--- config.mk ---
export PLATFORM = sky130hd
export DESIGN_NAME = ipi_dispatch_unit
export DESIGN_NICKNAME = d
export VERILOG_FILES = /design/src/rtl/ipi_pkg.sv /design/src/rtl/ipi_chan_regs.sv /design/src/rtl/ipi_pend_cell.sv /design/src/rtl/ipi_eoi_sel.sv /design/src/rtl/ipi_dispatch_unit.sv
export SDC_FILE = /design/constraint.sdc
export NUM_CORES = 1
export LEC_CHECK = 0
export BUFFER_PORTS_ARGS = -buffer_cell sky130_fd_sc_hd__buf_2
export CAP_MARGIN = 20
export CORE_MARGIN = 2
export CORE_UTILIZATION = 55
export CTS_BUF_LIST = sky130_fd_sc_hd__clkbuf_8 sky130_fd_sc_hd__clkbuf_16
export DETAILED_ROUTE_END_ITERATION = 8
export GPL_TIMING_DRIVEN = 0
export HOLD_SLACK_MARGIN = 0.15
export PLACE_DENSITY = 0.81
export SYNTH_ARGS = -nofsm -noshare
export SYNTH_HDL_FRONTEND = slang
export SYNTH_SLANG_ARGS = --single-unit
--- constraint.sdc ---
create_clock -name clk_i -period 5 [get_ports clk_i]
set_input_delay 0.25 -clock clk_i [delete_from_list [all_inputs] [get_ports clk_i]]
set_output_delay 0.25 -clock clk_i [all_outputs]
set_load 0.02 [all_outputs]
--- src/rtl/ipi_pkg.sv ---
package ipi_pkg;
  localparam int DATA_W   = 32;
  localparam int PRI_LSB  = 16;
  localparam int ACT_BIT  = 30;
  localparam int MASK_BIT = 31;
endpackage

--- src/rtl/ipi_chan_regs.sv ---
module ipi_chan_regs import ipi_pkg::*; #(
  parameter int VEC_W = 8,
  parameter int PRI_W = 4,
  parameter logic [VEC_W-1:0] RST_VEC = '0,
  parameter logic [PRI_W-1:0] RST_PRI = '0
) (
  input  logic              clk_i,
  input  logic              rst_ni,
  input  logic              cfg_we_i,
  input  logic [DATA_W-1:0] wdata_i,
  input  logic              active_i,
  output logic [VEC_W-1:0]  vec_o,
  output logic [PRI_W-1:0]  pri_o,
  output logic              mask_o
);
  always_ff @(posedge clk_i or negedge rst_ni) begin
    if (!rst_ni) begin
      mask_o <= 1'b1;
      vec_o  <= RST_VEC;
      pri_o  <= RST_PRI;
    end else if (cfg_we_i) begin
      mask_o <= wdata_i[MASK_BIT];
      // vector/priority only change on a quiet, masked channel
      if (mask_o && !active_i) begin
        vec_o <= wdata_i[VEC_W-1:0];
        pri_o <= wdata_i[PRI_LSB +: PRI_W];
      end
    end
  end
endmodule

--- src/rtl/ipi_pend_cell.sv ---
module ipi_pend_cell #(
  parameter int NUM_CPU = 4,
  parameter int VEC_W   = 8
) (
  input  logic                     clk_i,
  input  logic                     rst_ni,
  input  logic                     disp_we_i,
  input  logic [NUM_CPU-1:0]       disp_mask_i,
  input  logic [NUM_CPU-1:0]       ack_valid_i,
  input  logic [NUM_CPU*VEC_W-1:0] ack_vec_i,
  input  logic [NUM_CPU-1:0]       eoi_clr_i,
  input  logic [VEC_W-1:0]         vec_i,
  output logic [NUM_CPU-1:0]       pend_o,
  output logic [NUM_CPU-1:0]       insvc_o,
  output logic                     active_o
);
  for (genvar c = 0; c < NUM_CPU; c++) begin : g_cpu
    logic hit, set;
    assign hit = ack_valid_i[c] && (ack_vec_i[c*VEC_W +: VEC_W] == vec_i) && pend_o[c];
    assign set = disp_we_i && disp_mask_i[c];

    always_ff @(posedge clk_i or negedge rst_ni) begin
      if (!rst_ni) begin
        pend_o[c]  <= 1'b0;
        insvc_o[c] <= 1'b0;
      end else begin
        pend_o[c]  <= (pend_o[c] && !hit) || set;
        insvc_o[c] <= (insvc_o[c] && !eoi_clr_i[c]) || hit;
      end
    end
  end

  assign active_o = |{pend_o, insvc_o};
endmodule

--- src/rtl/ipi_eoi_sel.sv ---
module ipi_eoi_sel #(
  parameter int NUM_CH = 4,
  parameter int PRI_W  = 4
) (
  input  logic                    eoi_i,
  input  logic [NUM_CH-1:0]       insvc_i,
  input  logic [NUM_CH*PRI_W-1:0] pri_i,
  output logic [NUM_CH-1:0]       clr_o
);
  logic [NUM_CH-1:0] pick;
  logic [PRI_W-1:0]  best;
  logic              found;

  always_comb begin
    pick  = '0;
    best  = '0;
    found = 1'b0;
    for (int ch = 0; ch < NUM_CH; ch++) begin
      // strict compare keeps the lowest index on a tie
      if (insvc_i[ch] && (!found || pri_i[ch*PRI_W +: PRI_W] > best)) begin
        pick     = '0;
        pick[ch] = 1'b1;
        best     = pri_i[ch*PRI_W +: PRI_W];
        found    = 1'b1;
      end
    end
    clr_o = eoi_i ? pick : '0;
  end
endmodule

--- src/rtl/ipi_dispatch_unit.sv ---
module ipi_dispatch_unit import ipi_pkg::*; #(
  parameter int NUM_CH   = 4,
  parameter int NUM_CPU  = 4,
  parameter int VEC_W    = 8,
  parameter int PRI_W    = 4,
  parameter int VEC_BASE = 64,
  parameter int PRI_BASE = 10,
  parameter int ADDR_W   = $clog2(NUM_CH) + 1
) (
  input  logic                      clk_i,
  input  logic                      rst_ni,
  input  logic                      reg_we_i,
  input  logic [ADDR_W-1:0]         reg_addr_i,
  input  logic [DATA_W-1:0]         reg_wdata_i,
  output logic [DATA_W-1:0]         reg_rdata_o,
  input  logic [NUM_CPU-1:0]        ack_valid_i,
  input  logic [NUM_CPU*VEC_W-1:0]  ack_vec_i,
  input  logic [NUM_CPU-1:0]        eoi_i,
  output logic [NUM_CH*NUM_CPU-1:0] req_o,
  output logic [NUM_CH*VEC_W-1:0]   ch_vec_o,
  output logic [NUM_CH*PRI_W-1:0]   ch_pri_o
);
  localparam int CH_W = ADDR_W - 1;
  localparam int NPAIR = NUM_CH * NUM_CPU;

  logic [CH_W-1:0]   ch_sel;
  logic              disp_sel;
  logic [NUM_CH-1:0] mask_vec;
  logic [NUM_CH-1:0] act_vec;
  logic [NPAIR-1:0]  pend_flat;
  logic [NPAIR-1:0]  insvc_flat;
  logic [NPAIR-1:0]  insvc_col;     // cpu-major
  logic [NPAIR-1:0]  eoi_clr_flat;  // cpu-major
  logic [NPAIR-1:0]  chan_clr;      // channel-major

  assign ch_sel   = reg_addr_i[ADDR_W-1:1];
  assign disp_sel = reg_addr_i[0];

  for (genvar g = 0; g < NUM_CH; g++) begin : g_ch
    logic cfg_we, disp_we;
    assign cfg_we  = reg_we_i && !disp_sel && (ch_sel == CH_W'(g));
    assign disp_we = reg_we_i &&  disp_sel && (ch_sel == CH_W'(g));

    ipi_chan_regs #(
      .VEC_W  (VEC_W),
      .PRI_W  (PRI_W),
      .RST_VEC(VEC_W'(VEC_BASE + g)),
      .RST_PRI(PRI_W'(PRI_BASE + g))
    ) u_regs (
      .clk_i   (clk_i),
      .rst_ni  (rst_ni),
      .cfg_we_i(cfg_we),
      .wdata_i (reg_wdata_i),
      .active_i(act_vec[g]),
      .vec_o   (ch_vec_o[g*VEC_W +: VEC_W]),
      .pri_o   (ch_pri_o[g*PRI_W +: PRI_W]),
      .mask_o  (mask_vec[g])
    );

    ipi_pend_cell #(
      .NUM_CPU(NUM_CPU),
      .VEC_W  (VEC_W)
    ) u_pend (
      .clk_i      (clk_i),
      .rst_ni     (rst_ni),
      .disp_we_i  (disp_we),
      .disp_mask_i(reg_wdata_i[NUM_CPU-1:0]),
      .ack_valid_i(ack_valid_i),
      .ack_vec_i  (ack_vec_i),
      .eoi_clr_i  (chan_clr[g*NUM_CPU +: NUM_CPU]),
      .vec_i      (ch_vec_o[g*VEC_W +: VEC_W]),
      .pend_o     (pend_flat[g*NUM_CPU +: NUM_CPU]),
      .insvc_o    (insvc_flat[g*NUM_CPU +: NUM_CPU]),
      .active_o   (act_vec[g])
    );

    assign req_o[g*NUM_CPU +: NUM_CPU] = mask_vec[g] ? '0 : pend_flat[g*NUM_CPU +: NUM_CPU];

    for (genvar c = 0; c < NUM_CPU; c++) begin : g_x
      assign insvc_col[c*NUM_CH + g]  = insvc_flat[g*NUM_CPU + c];
      assign chan_clr[g*NUM_CPU + c]  = eoi_clr_flat[c*NUM_CH + g];
    end
  end

  for (genvar c = 0; c < NUM_CPU; c++) begin : g_eoi
    ipi_eoi_sel #(
      .NUM_CH(NUM_CH),
      .PRI_W (PRI_W)
    ) u_sel (
      .eoi_i  (eoi_i[c]),
      .insvc_i(insvc_col[c*NUM_CH +: NUM_CH]),
      .pri_i  (ch_pri_o),
      .clr_o  (eoi_clr_flat[c*NUM_CH +: NUM_CH])
    );
  end

  always_comb begin
    reg_rdata_o = '0;
    for (int ch = 0; ch < NUM_CH; ch++) begin
      if (!disp_sel && ch_sel == CH_W'(ch)) begin
        reg_rdata_o[MASK_BIT]             = mask_vec[ch];
        reg_rdata_o[ACT_BIT]              = act_vec[ch];
        reg_rdata_o[PRI_LSB +: PRI_W]     = ch_pri_o[ch*PRI_W +: PRI_W];
        reg_rdata_o[VEC_W-1:0]            = ch_vec_o[ch*VEC_W +: VEC_W];
      end
    end
  end
endmodule

# Word level (Yosys, flattened, before mapping)

Index checks and enable logic that the tools add are counted.
W data, S select, Z words.

Logic and storage cells: 347
Input port bits: 78
Output and inout port bits: 96
Register bits: 84

Equality and inequality tests: 19
Magnitude comparators: 12
Reduce and logical (&&, ||, !) cells: 212
Mux-type cells: 60

Operators with widths:

| operator             | count |
|---|---|
| $mux W4              | 36 |
| $eq A8 B8 Y1         | 16 |
| $logic_and A1 B1 Y1  | 110 |
| $logic_not A1 Y1     | 49 |
| $gt A4 B4 Y1         | 12 |
| $logic_or A1 B1 Y1   | 44 |
| $mux W8              | 4 |
| $reduce_or A8 Y1     | 4 |
| $mux W1              | 16 |
| $mux W2              | 4 |
| $reduce_and A2 Y1    | 4 |
| $eq A2 B2 Y1 const B | 2 |
| $eq A2 B1 Y1 const B | 1 |
| $logic_not A2 Y1     | 1 |

# Depth between registers and ports, before layout

Gate-level depths: netlist of the first run.

Depth after elaboration: 17
Mapped depth: 18
Gate-level depth less buffers: 17

# Cells and area by module

Synthesis of the first run repeated with hierarchy kept, for this count alone.

Cells, all modules: 751
Area, all modules: 7857.5 um^2

By module, submodules not included:

| module                            | cells each | area an instance (um^2) | sequential area each (um^2) | times used |
|---|---|---|---|---|
| ipi_pend_cell                     | 72         | 675.6                   | 200.2                       | 4 |
| ipi_eoi_sel at g_eoi[0].u_sel ... | 62         | 555.5                   | 0.0                         | 3 |
| ipi_dispatch_unit                 | 99         | 802.0                   | 0.0                         | 1 |
| ipi_chan_regs at g_ch[3].u_regs   | 28         | 549.3                   | 334.1                       | 1 |
| ipi_chan_regs at g_ch[1].u_regs   | 28         | 548.0                   | 332.8                       | 1 |
| ipi_chan_regs at g_ch[2].u_regs   | 28         | 546.8                   | 331.6                       | 1 |
| ipi_chan_regs at g_ch[0].u_regs   | 28         | 545.5                   | 330.3                       | 1 |
| ipi_eoi_sel at g_eoi[3].u_sel     | 66         | 496.7                   | 0.0                         | 1 |

# Worst setup path before layout of the first run

Ideal clock, no wire load.

Path type: register -> register
Start: register g_ch[0].u_regs.pri_o[1]
End: register g_ch[2].u_pend.insvc_o[0]
Cell stages (with the launch flop): 18
Data arrival time: 4.406 ns
Setup slack: 0.473 ns
Library setup time: 0.121 ns
Period minus slack after synthesis: 4.527 ns
Data required time: 4.879 ns
Path buffers: 0
Cells stage by stage: dfstp_2 -> nand2_1 -> ha_1 -> nor2b_1 -> o211a_1 -> o221ai_1 -> mux2_2 -> ha_1 -> nor2b_1 -> o211a_1 -> o31a_1 -> mux2_2 -> ha_1 -> nor2b_1 -> o211ai_1 -> a21oi_1 -> a211o_1 -> a22o_1

Word-level cells in the longest chain between the ends: 17
Elaborated cells between the ends (all ways): 22
Those cells by class: 3 x order compare; 8 x mux; 11 x reduce/logical

Ends and longest elaborated chain:

| what                                                    | line                | source |
|---|---|---|
| from (decl)                                             | ipi_chan_regs.sv:13 | `output logic [PRI_W-1:0] pri_o,` |
| from (signal assigned)                                  | ipi_chan_regs.sv:26 | `pri_o <= wdata_i[PRI_LSB +: PRI_W];` |
| $mux W4 (*)                                             | ipi_eoi_sel.sv:20   | `if (insvc_i[ch] && (!found \|\| pri_i[ch*PRI_W +: PRI_W] > best)) begin` |
| $gt A4 B4 Y1                                            | ipi_eoi_sel.sv:20   |  |
| $logic_or A1 B1 Y1                                      | ipi_eoi_sel.sv:20   |  |
| $logic_and A1 B1 Y1                                     | ipi_eoi_sel.sv:20   |  |
| $mux W4 / $mux W1 (equally long branches)               | ipi_eoi_sel.sv:20   |  |
| $gt A4 B4 Y1 / $logic_not A1 Y1 (equally long branches) | ipi_eoi_sel.sv:20   |  |
| $logic_or A1 B1 Y1                                      | ipi_eoi_sel.sv:20   |  |
| $logic_and A1 B1 Y1                                     | ipi_eoi_sel.sv:20   |  |
| $mux W4 / $mux W1 (equally long branches)               | ipi_eoi_sel.sv:20   |  |
| $gt A4 B4 Y1 / $logic_not A1 Y1 (equally long branches) | ipi_eoi_sel.sv:20   |  |
| $logic_or A1 B1 Y1                                      | ipi_eoi_sel.sv:20   |  |
| $logic_and A1 B1 Y1                                     | ipi_eoi_sel.sv:20   |  |
| $mux W4 (*)                                             | ipi_eoi_sel.sv:20   |  |
| $mux W4 (*)                                             | ipi_eoi_sel.sv:27   | `clr_o = eoi_i ? pick : '0;` |
| $logic_not A1 Y1 (*)                                    | ipi_pend_cell.sv:28 | `insvc_o[c] <= (insvc_o[c] && !eoi_clr_i[c]) \|\| hit;` |
| $logic_and A1 B1 Y1 (*)                                 | ipi_pend_cell.sv:28 |  |
| $logic_or A1 B1 Y1 (*)                                  | ipi_pend_cell.sv:28 |  |
| to (signal, indexed assignment)                         | ipi_pend_cell.sv:28 |  |
| to (decl)                                               | ipi_pend_cell.sv:14 | `output logic [NUM_CPU-1:0] insvc_o,` |

Mark *: on every way between the ends. The rest lies on a longest branch, timed or not.
A chain may end at the register's enable or synchronous reset.

# Worst setup path in the final report of the first run

Start: register g_ch[0].u_regs.pri_o[3]
End: register g_ch[2].u_pend.insvc_o[1]

Same word-level chain as after synthesis.

==> results of run 1 <==
worst paths after layout:
check / startpoint / end / slack (ps) / depth (start not counted)
setup / recovery: g_ch[0].u_regs.pri_o[3] / g_ch[2].u_pend.insvc_o[1] / 160 / 17
hold / removal: reg_wdata_i[4] / g_ch[2].u_regs.vec_o[4] / 150 / 2
setup reg to reg: g_ch[0].u_regs.pri_o[3] / g_ch[2].u_pend.insvc_o[1] / 160 / 17
hold reg to reg: g_ch[1].u_pend.pend_o[3] / g_ch[1].u_pend.insvc_o[3] / 520 / 2
max in group asynchronous: rst_ni / g_ch[3].u_regs.mask_o / 3900 / 3
min in group asynchronous: rst_ni / g_ch[2].u_regs.vec_o[4] / 410 / 2
state kept, by name, indices dropped and copies added (netlist names):
name / cells
g_ch.u_pend.pend_o: 16
g_ch.u_regs.vec_o: 32
g_ch.u_pend.insvc_o: 16
g_ch.u_regs.mask_o: 4
g_ch.u_regs.pri_o: 16
placed cells by master, fill, tap and decap left out, types with 4 or more instances in the layout:
cell,Yosys,routed
clkbuf_1,34,34
inv_1,37,39
mux4_2,13,13
buf_4,21,22
a21boi_0,4,4
o211ai_1,6,6
nor4_1,12,12
nand4_1,31,31
mux2_2,63,63
o31ai_1,5,5
a22o_1,8,8
buf_1,4,4
nor2_1,34,34
nand2_1,46,46
o31a_1,4,4
nor3_1,17,17
nand2b_1,4,4
o21a_1,4,4
or4_1,5,5
buf_2,5,129
nor2b_1,25,25
mux2_4,11,11
xnor2_1,77,77
dfstp_2,22,22
nand3_1,9,9
xor2_1,51,51
dfrtp_1,62,62
o21ai_0,30,30
mux2_1,10,10
clkbuf_16,0,9
o211a_1,8,8
a21o_1,4,4
a21oi_1,15,15
a32oi_1,4,4
ha_1,48,48
buf_6,8,8
conb_1,1,18
metrics by stage:
| step | setup slack (ps) | std cells | hold slack, ps |
|---|---|---|---|
| 2_1_floorplan | 473 | 790 | -45.6 |
| 3_5_place_dp | 72.3 | 1092 | 243 |
| 4_1_cts | 54.4 | 1109 | 157 |
| 5_1_grt | 20.7 | 1109 | 165 |
| 3_3_place_gp | 97.4 | 1091 | 505 |
| 6_report | 159 | 1109 | 153 |
power by group:
part	total, mW	switching [mW]	internal [mW]
registers	0.740	0.0309	0.709
logic	0.332	0.207	0.124
clock network	0.726	0.278	0.449
worst reg2reg max path: stages (launching register included):
cell and delay [ps]:
dfstp_2 660, nand2_1 120, ha_1 340, a21oi_1 250, nand2_1 100, o221ai_2 330
mux2_2 400, ha_1 290, nor2b_1 130, o211a_1 210, o31a_1 370, mux2_2 300
ha_1 280, nor2b_1 130, o211ai_1 190, a21oi_1 140, a211oi_1 310, o22ai_1 140
synth_stat cells, types with 9 or more instances:
library cell  instances
nor2b_1              25
clkbuf_1             34
nand3_1               9
dfstp_2              22
ha_1                 48
mux2_1               10
nor3_1               17
dfrtp_1              62
nor4_1               12
buf_4                21
mux4_2               13
o21ai_0              30
nand4_1              31
xnor2_1              77
mux2_2               63
a21oi_1              15
xor2_1               51
mux2_4               11
nor2_1               34
nand2_1              46
inv_1                37
metal layers:
layer | up-vias | wire length, um
met2 | 334 | 10800
li1 | 3013 | -
met5 | - | 0
met1 | 3163 | 9650
met3 | 61 | 1930
met4 | 0 | 849
cells by family after synthesis:
family | after synthesis | share of synthesized area (%)
flip-flops | 84 | 28.5
multiplexers | 97 | 17.1
XOR/XNOR | 128 | 15.0
adder cells (fa/ha/maj) | 48 | 8.03
AO/OA/AOI/OAI | 108 | 9.99
other | 1 | 0.0501
buffers and inverters | 111 | 7.78
AND/OR/NAND/NOR | 196 | 13.6
what timing repair did:
item                                   in CTS  in global routing
setup endpoints to repair                   0                 15
gates resized for setup                     0                  8
endpoints found under the hold margin      25                  0
hold buffers                                1                  0
cell type report:
type	instances	share of cell area (%)
clock buffer	10	2.71
buffer	74	5.03
timing repair buffer	127	7.55
tap	176	2.50
inverter	37	1.58
sequential	84	24.2
clock inverter	6	0.923
multi-input combinational	595	55.5
==> reports/metrics.cfg, run 1 <==
[synthesis]
synth_area_leader_cell=dfrtp_1
ys_ff_latch=84
yosysWarnings=0
ys.flop_type=dfrtp_1
yosysUniqueCellTypes=50
syn_area_per_cell_um2=9.67
post_synth_main_area_contributors=dfrtp_1 21%, mux2_2 9.5%, xnor2_1 9.0%
synth_top_cell_area_share_pct=20.7
synth-seq-area-share_pct=28.5
syn-instance-count=773
async_flop_share_pct=100
synth.cell_area_mm2=0.00748
synth_edf_count=0

[global_routing]
grtUsageMet3_pct=6.18
first_global_vias=6442
busiest_layer=met2
grt_use_met1_pct=43.5
grt_max_degree=50
grt_use_met2_pct=51.7
grt_use_total_pct=32.3
overflow=0
antenna_found_initial=0
grt_pass1_wl_um=35700

[worst_setup_path]
cp-end-kind=register
crit_top_cell=ha_1
cp.arrival_ps=5050
cp_slowest_cell=dfstp_2
cp_max_fo=7
cp_top_family=compound AO/OA/AOI/OAI gates
crit_buf_inv=0
required_ps=5210
crit_chain=nand2_1, ha_1, a21oi_1, nand2_1, o221ai_2, mux2_2, ha_1, nor2b_1, o211a_1, o31a_1, mux2_2, ha_1, nor2b_1, o211ai_1, a21oi_1, a211oi_1, o22ai_1
critPathKind=register to register
cp-start-kind=register
max_stage_delay_ps=660

[timing]
hold_viol=0
rsz0062_at_grt=false
period_share_pct=96.8
finalSetupViolations=0
max_freq_ghz=0.207
worstMarginPinSlew_ps=748
slew_viol_final=0
slew_headroom_pct=50.1
fin_tns_setup_ps=0
skew_ps=11.2
min_period_ps=4840

[floorplanning]
fp.dieH_um=121
rows=42
coreArea_mm2=0.0132
io_pins=174
die_w_um=121
dieArea_mm2=0.0145
start_util_pct=56.5

[place]
place_hpwl_um=18300
place_area_mm2=0.00842
port_buffers=125
gp_congestion=0.989

[run]
cap_violations=0

[status]
outcome=completed

[clocking]
cts_tree=yes
cts.sinks=84
cts-htree-levels=3
postCtsSetupBuffers=0
clock_path_buffers=2
clk_latency_ps=350
root_buffer=clkbuf_16
cts.reportedPaths.clkPinSlew_ps=70
numCtsBuffers=9

[power_and_ir_drop]
irDropWorstVdd_uv=170
power_density_mw_per_mm2=204
finalPower_mw=1.80
leakagePower_nw=4.19

[finish]
final_area_mm2=0.00881
drive_gt1_share_pct=31.8
fill_cells=1119
final_core_util_pct=66.5
multiInputGateArea_mm2=0.00489
layout.nets=1054
diodes=0
syn_to_final_growth_pct=17.8
layout.area.seq_mm2=0.00213

[detailed_routing]
dr_total_vias=6571
post-route-drc-count=0
routed_wl_um=23300
vias_per_cell=5.93
wl_per_cell_um=21.0
antenna_left=0
drt_iter0_drc=604
dr.pass1.iters=5

[worst_hold_path]
min_path_type=input pin to register

(Power assumes the default switching activity.)
==> inputs of run 2 (changes only) <==
==> constraint.sdc (replaced) <==
create_clock -name clk_i -period 5 [get_ports clk_i]
set_input_delay 1.25 -clock clk_i [delete_from_list [all_inputs] [get_ports clk_i]]
set_output_delay 1.25 -clock clk_i [all_outputs]
set_load 0.02 [all_outputs]
==> run 2 against run 1 <==
  * Non-clock buffer count down 1
  * Total power about the same
  * Register-to-register slack about the same
  * Combinational power about the same
  * Hold slack better by 380 ps
  * Largest cell class unchanged
==> reports/metrics.cfg, run 2 (synthesis results as in run 1) <==
[status]
outcome=completed  ; unchanged

[worst_setup_path]
cp_slowest_cell=dfstp_2  ; unchanged
cp_num_cells=17  ; unchanged
crit_top_cell=ha_1  ; unchanged
cp-end-kind=register  ; unchanged
cp-start-kind=register  ; unchanged
critPathKind=register to register  ; unchanged
ff2ff_path_depth=17  ; unchanged
crit_chain=nand2_1, ha_1, a21oi_1, nand2_1, o221ai_2, mux2_2, ha_1, nor2b_1, o211a_1, o31a_1, mux2_2, ha_1, nor2b_1, o211ai_1, a21oi_1, a211oi_1, o22ai_1  ; unchanged
cp_max_fo=7  ; unchanged
max_stage_delay_ps=660  ; about the same
cp_top_family=compound AO/OA/AOI/OAI gates  ; unchanged
required_ps=5210  ; about the same
cp.arrival_ps=5030  ; was 5050 ps
crit_buf_inv=0  ; unchanged

[detailed_routing]
post-route-drc-count=0  ; unchanged
drt_iter0_drc=702  ; was 604
vias_per_cell=5.93  ; about the same
antenna_left=0  ; unchanged
wl_per_cell_um=21.0  ; about the same
dr_total_vias=6570  ; was 6571
dr.pass1.iters=5  ; unchanged
routed_wl_um=23300  ; about the same

[floorplanning]
rows=42  ; unchanged
dieArea_mm2=0.0145  ; unchanged
die_w_um=121  ; unchanged
coreArea_mm2=0.0132  ; unchanged
io_pins=174  ; unchanged
start_util_pct=56.5  ; unchanged
fp.dieH_um=121  ; unchanged

[clocking]
cts-htree-levels=3  ; unchanged
cts.reportedPaths.clkPinSlew_ps=60  ; was 70 ps
numCtsBuffers=9  ; unchanged
cts_tree=yes  ; unchanged
cts.sinks=84  ; unchanged
clock_path_buffers=2  ; unchanged
postCtsSetupBuffers=0  ; unchanged
root_buffer=clkbuf_16  ; unchanged
clk_latency_ps=350  ; about the same

[timing]
period_share_pct=96.6  ; was 96.8%
finalSetupViolations=0  ; unchanged
fin_tns_setup_ps=0  ; unchanged
hold_viol=0  ; unchanged
skew_ps=11.1  ; was 11.2 ps
min_period_ps=4830  ; was 4840 ps
worstMarginPinSlew_ps=745  ; was 748 ps
slew_headroom_pct=50.3  ; was 50.1%
hold_slack_ps=530  ; was 153 ps
slew_viol_final=0  ; unchanged
rsz0062_at_grt=false  ; unchanged
max_freq_ghz=0.207  ; about the same

[place]
place_hpwl_um=18300  ; unchanged
place_area_mm2=0.00842  ; unchanged
gp_congestion=0.989  ; unchanged
port_buffers=125  ; unchanged

[power_and_ir_drop]
finalPower_mw=1.80  ; about the same
leakagePower_nw=4.19  ; about the same
power_density_mw_per_mm2=204  ; about the same
irDropWorstVdd_uv=169  ; was 170 uV

[worst_hold_path]
min_path_type=register to register  ; was input pin to register
min_path_cells=1  ; was 2

[finish]
final_area_mm2=0.00880  ; was 0.00881 mm^2
top_register=g_ch.u_regs.vec_o  ; unchanged
final_core_util_pct=66.5  ; about the same
diodes=0  ; unchanged
layout.nets=1053  ; was 1054
largest_register_ffs=32  ; unchanged
fill_cells=1121  ; was 1119
syn_to_final_growth_pct=17.7  ; was 17.8%
final_cell_mix=129 x buf_2, 77 x xnor2_1, 63 x mux2_2, 62 x dfrtp_1, 51 x xor2_1  ; unchanged
drive_gt1_share_pct=31.9  ; was 31.8%
layout_commonest_cell=buf_2  ; unchanged

[global_routing]
grt_max_degree=50  ; unchanged
overflow=0  ; unchanged
grt_use_total_pct=32.3  ; about the same
antenna_found_initial=0  ; unchanged
first_global_vias=6436  ; was 6442
grt_pass1_wl_um=35700  ; about the same

[run]
cap_violations=0  ; unchanged

run 2: layer usage:
metal	track usage, %	share of wire, %	up-vias
met3	6.18	7.9	60
met1	43.5	42	3179
li1	-	-	3013
met2	51.6	47	318
met5	0	0	-
met4	12.1	3.5	0
run 2: metrics by stage:
step,setup WS [ps],cells
3_5_place_dp,72.3,1092
2_1_floorplan,473,790
6_report,172,1108
3_3_place_gp,97.4,1091
4_1_cts,54.4,1108
5_1_grt,20.7,1108
run 2: what timing repair did:
| item | CTS | global route |
|---|---|---|
| hold buffers | 0 | 0 |
| endpoints found under the setup margin | 0 | 15 |
| resized for setup | 0 | 8 |
run 2: worst reg2reg max path, cell delays in order (launching register included):
cell and delay [ps]:
dfstp_2 660, nand2_1 120, ha_1 340, a21oi_1 250, nand2_1 100, o221ai_2 320, mux2_2 400, ha_1 290
nor2b_1 130, o211a_1 210, o31a_1 360, mux2_2 300, ha_1 280, nor2b_1 130, o211ai_1 200, a21oi_1 140
a211oi_1 310, o22ai_1 140
run 2: layout make-up:
class                   instances  area (um^2)  share of cell area [%]
inverters                      37          139                    1.58
clock buffers                  10          239                    2.71
repair buffers                126          656                    7.45
multi-input cells             595         4890                    55.6
well taps                     176          220                    2.50
plain buffers                  74          443                    5.03
clock inverters                 6         81.3                   0.924
flip-flops and latches         84         2130                    24.2
run 2: worst paths after layout:
| check | from | endpoint | slack [ps] |
|---|---|---|---|
| max in group asynchronous | rst_ni | g_ch[3].u_regs.mask_o | 3450 |
| worst max register to register | g_ch[0].u_regs.pri_o[3] | g_ch[2].u_pend.insvc_o[1] | 170 |
| worst min register to register | g_ch[3].u_pend.pend_o[2] | g_ch[3].u_pend.pend_o[2] | 530 |
| worst min-delay path | g_ch[3].u_pend.pend_o[2] | g_ch[3].u_pend.pend_o[2] | 530 |
| worst max-delay path | g_ch[0].u_regs.pri_o[3] | g_ch[2].u_pend.insvc_o[1] | 170 |
| min in group asynchronous | rst_ni | g_ch[2].u_regs.vec_o[4] | 860 |
run 2: power by group:
group | switching (mW) | total, mW | internal (mW)
registers | 0.0313 | 0.741 | 0.709
logic | 0.207 | 0.331 | 0.124
clock network | 0.278 | 0.727 | 0.449
total | 0.517 | 1.80 | 1.28
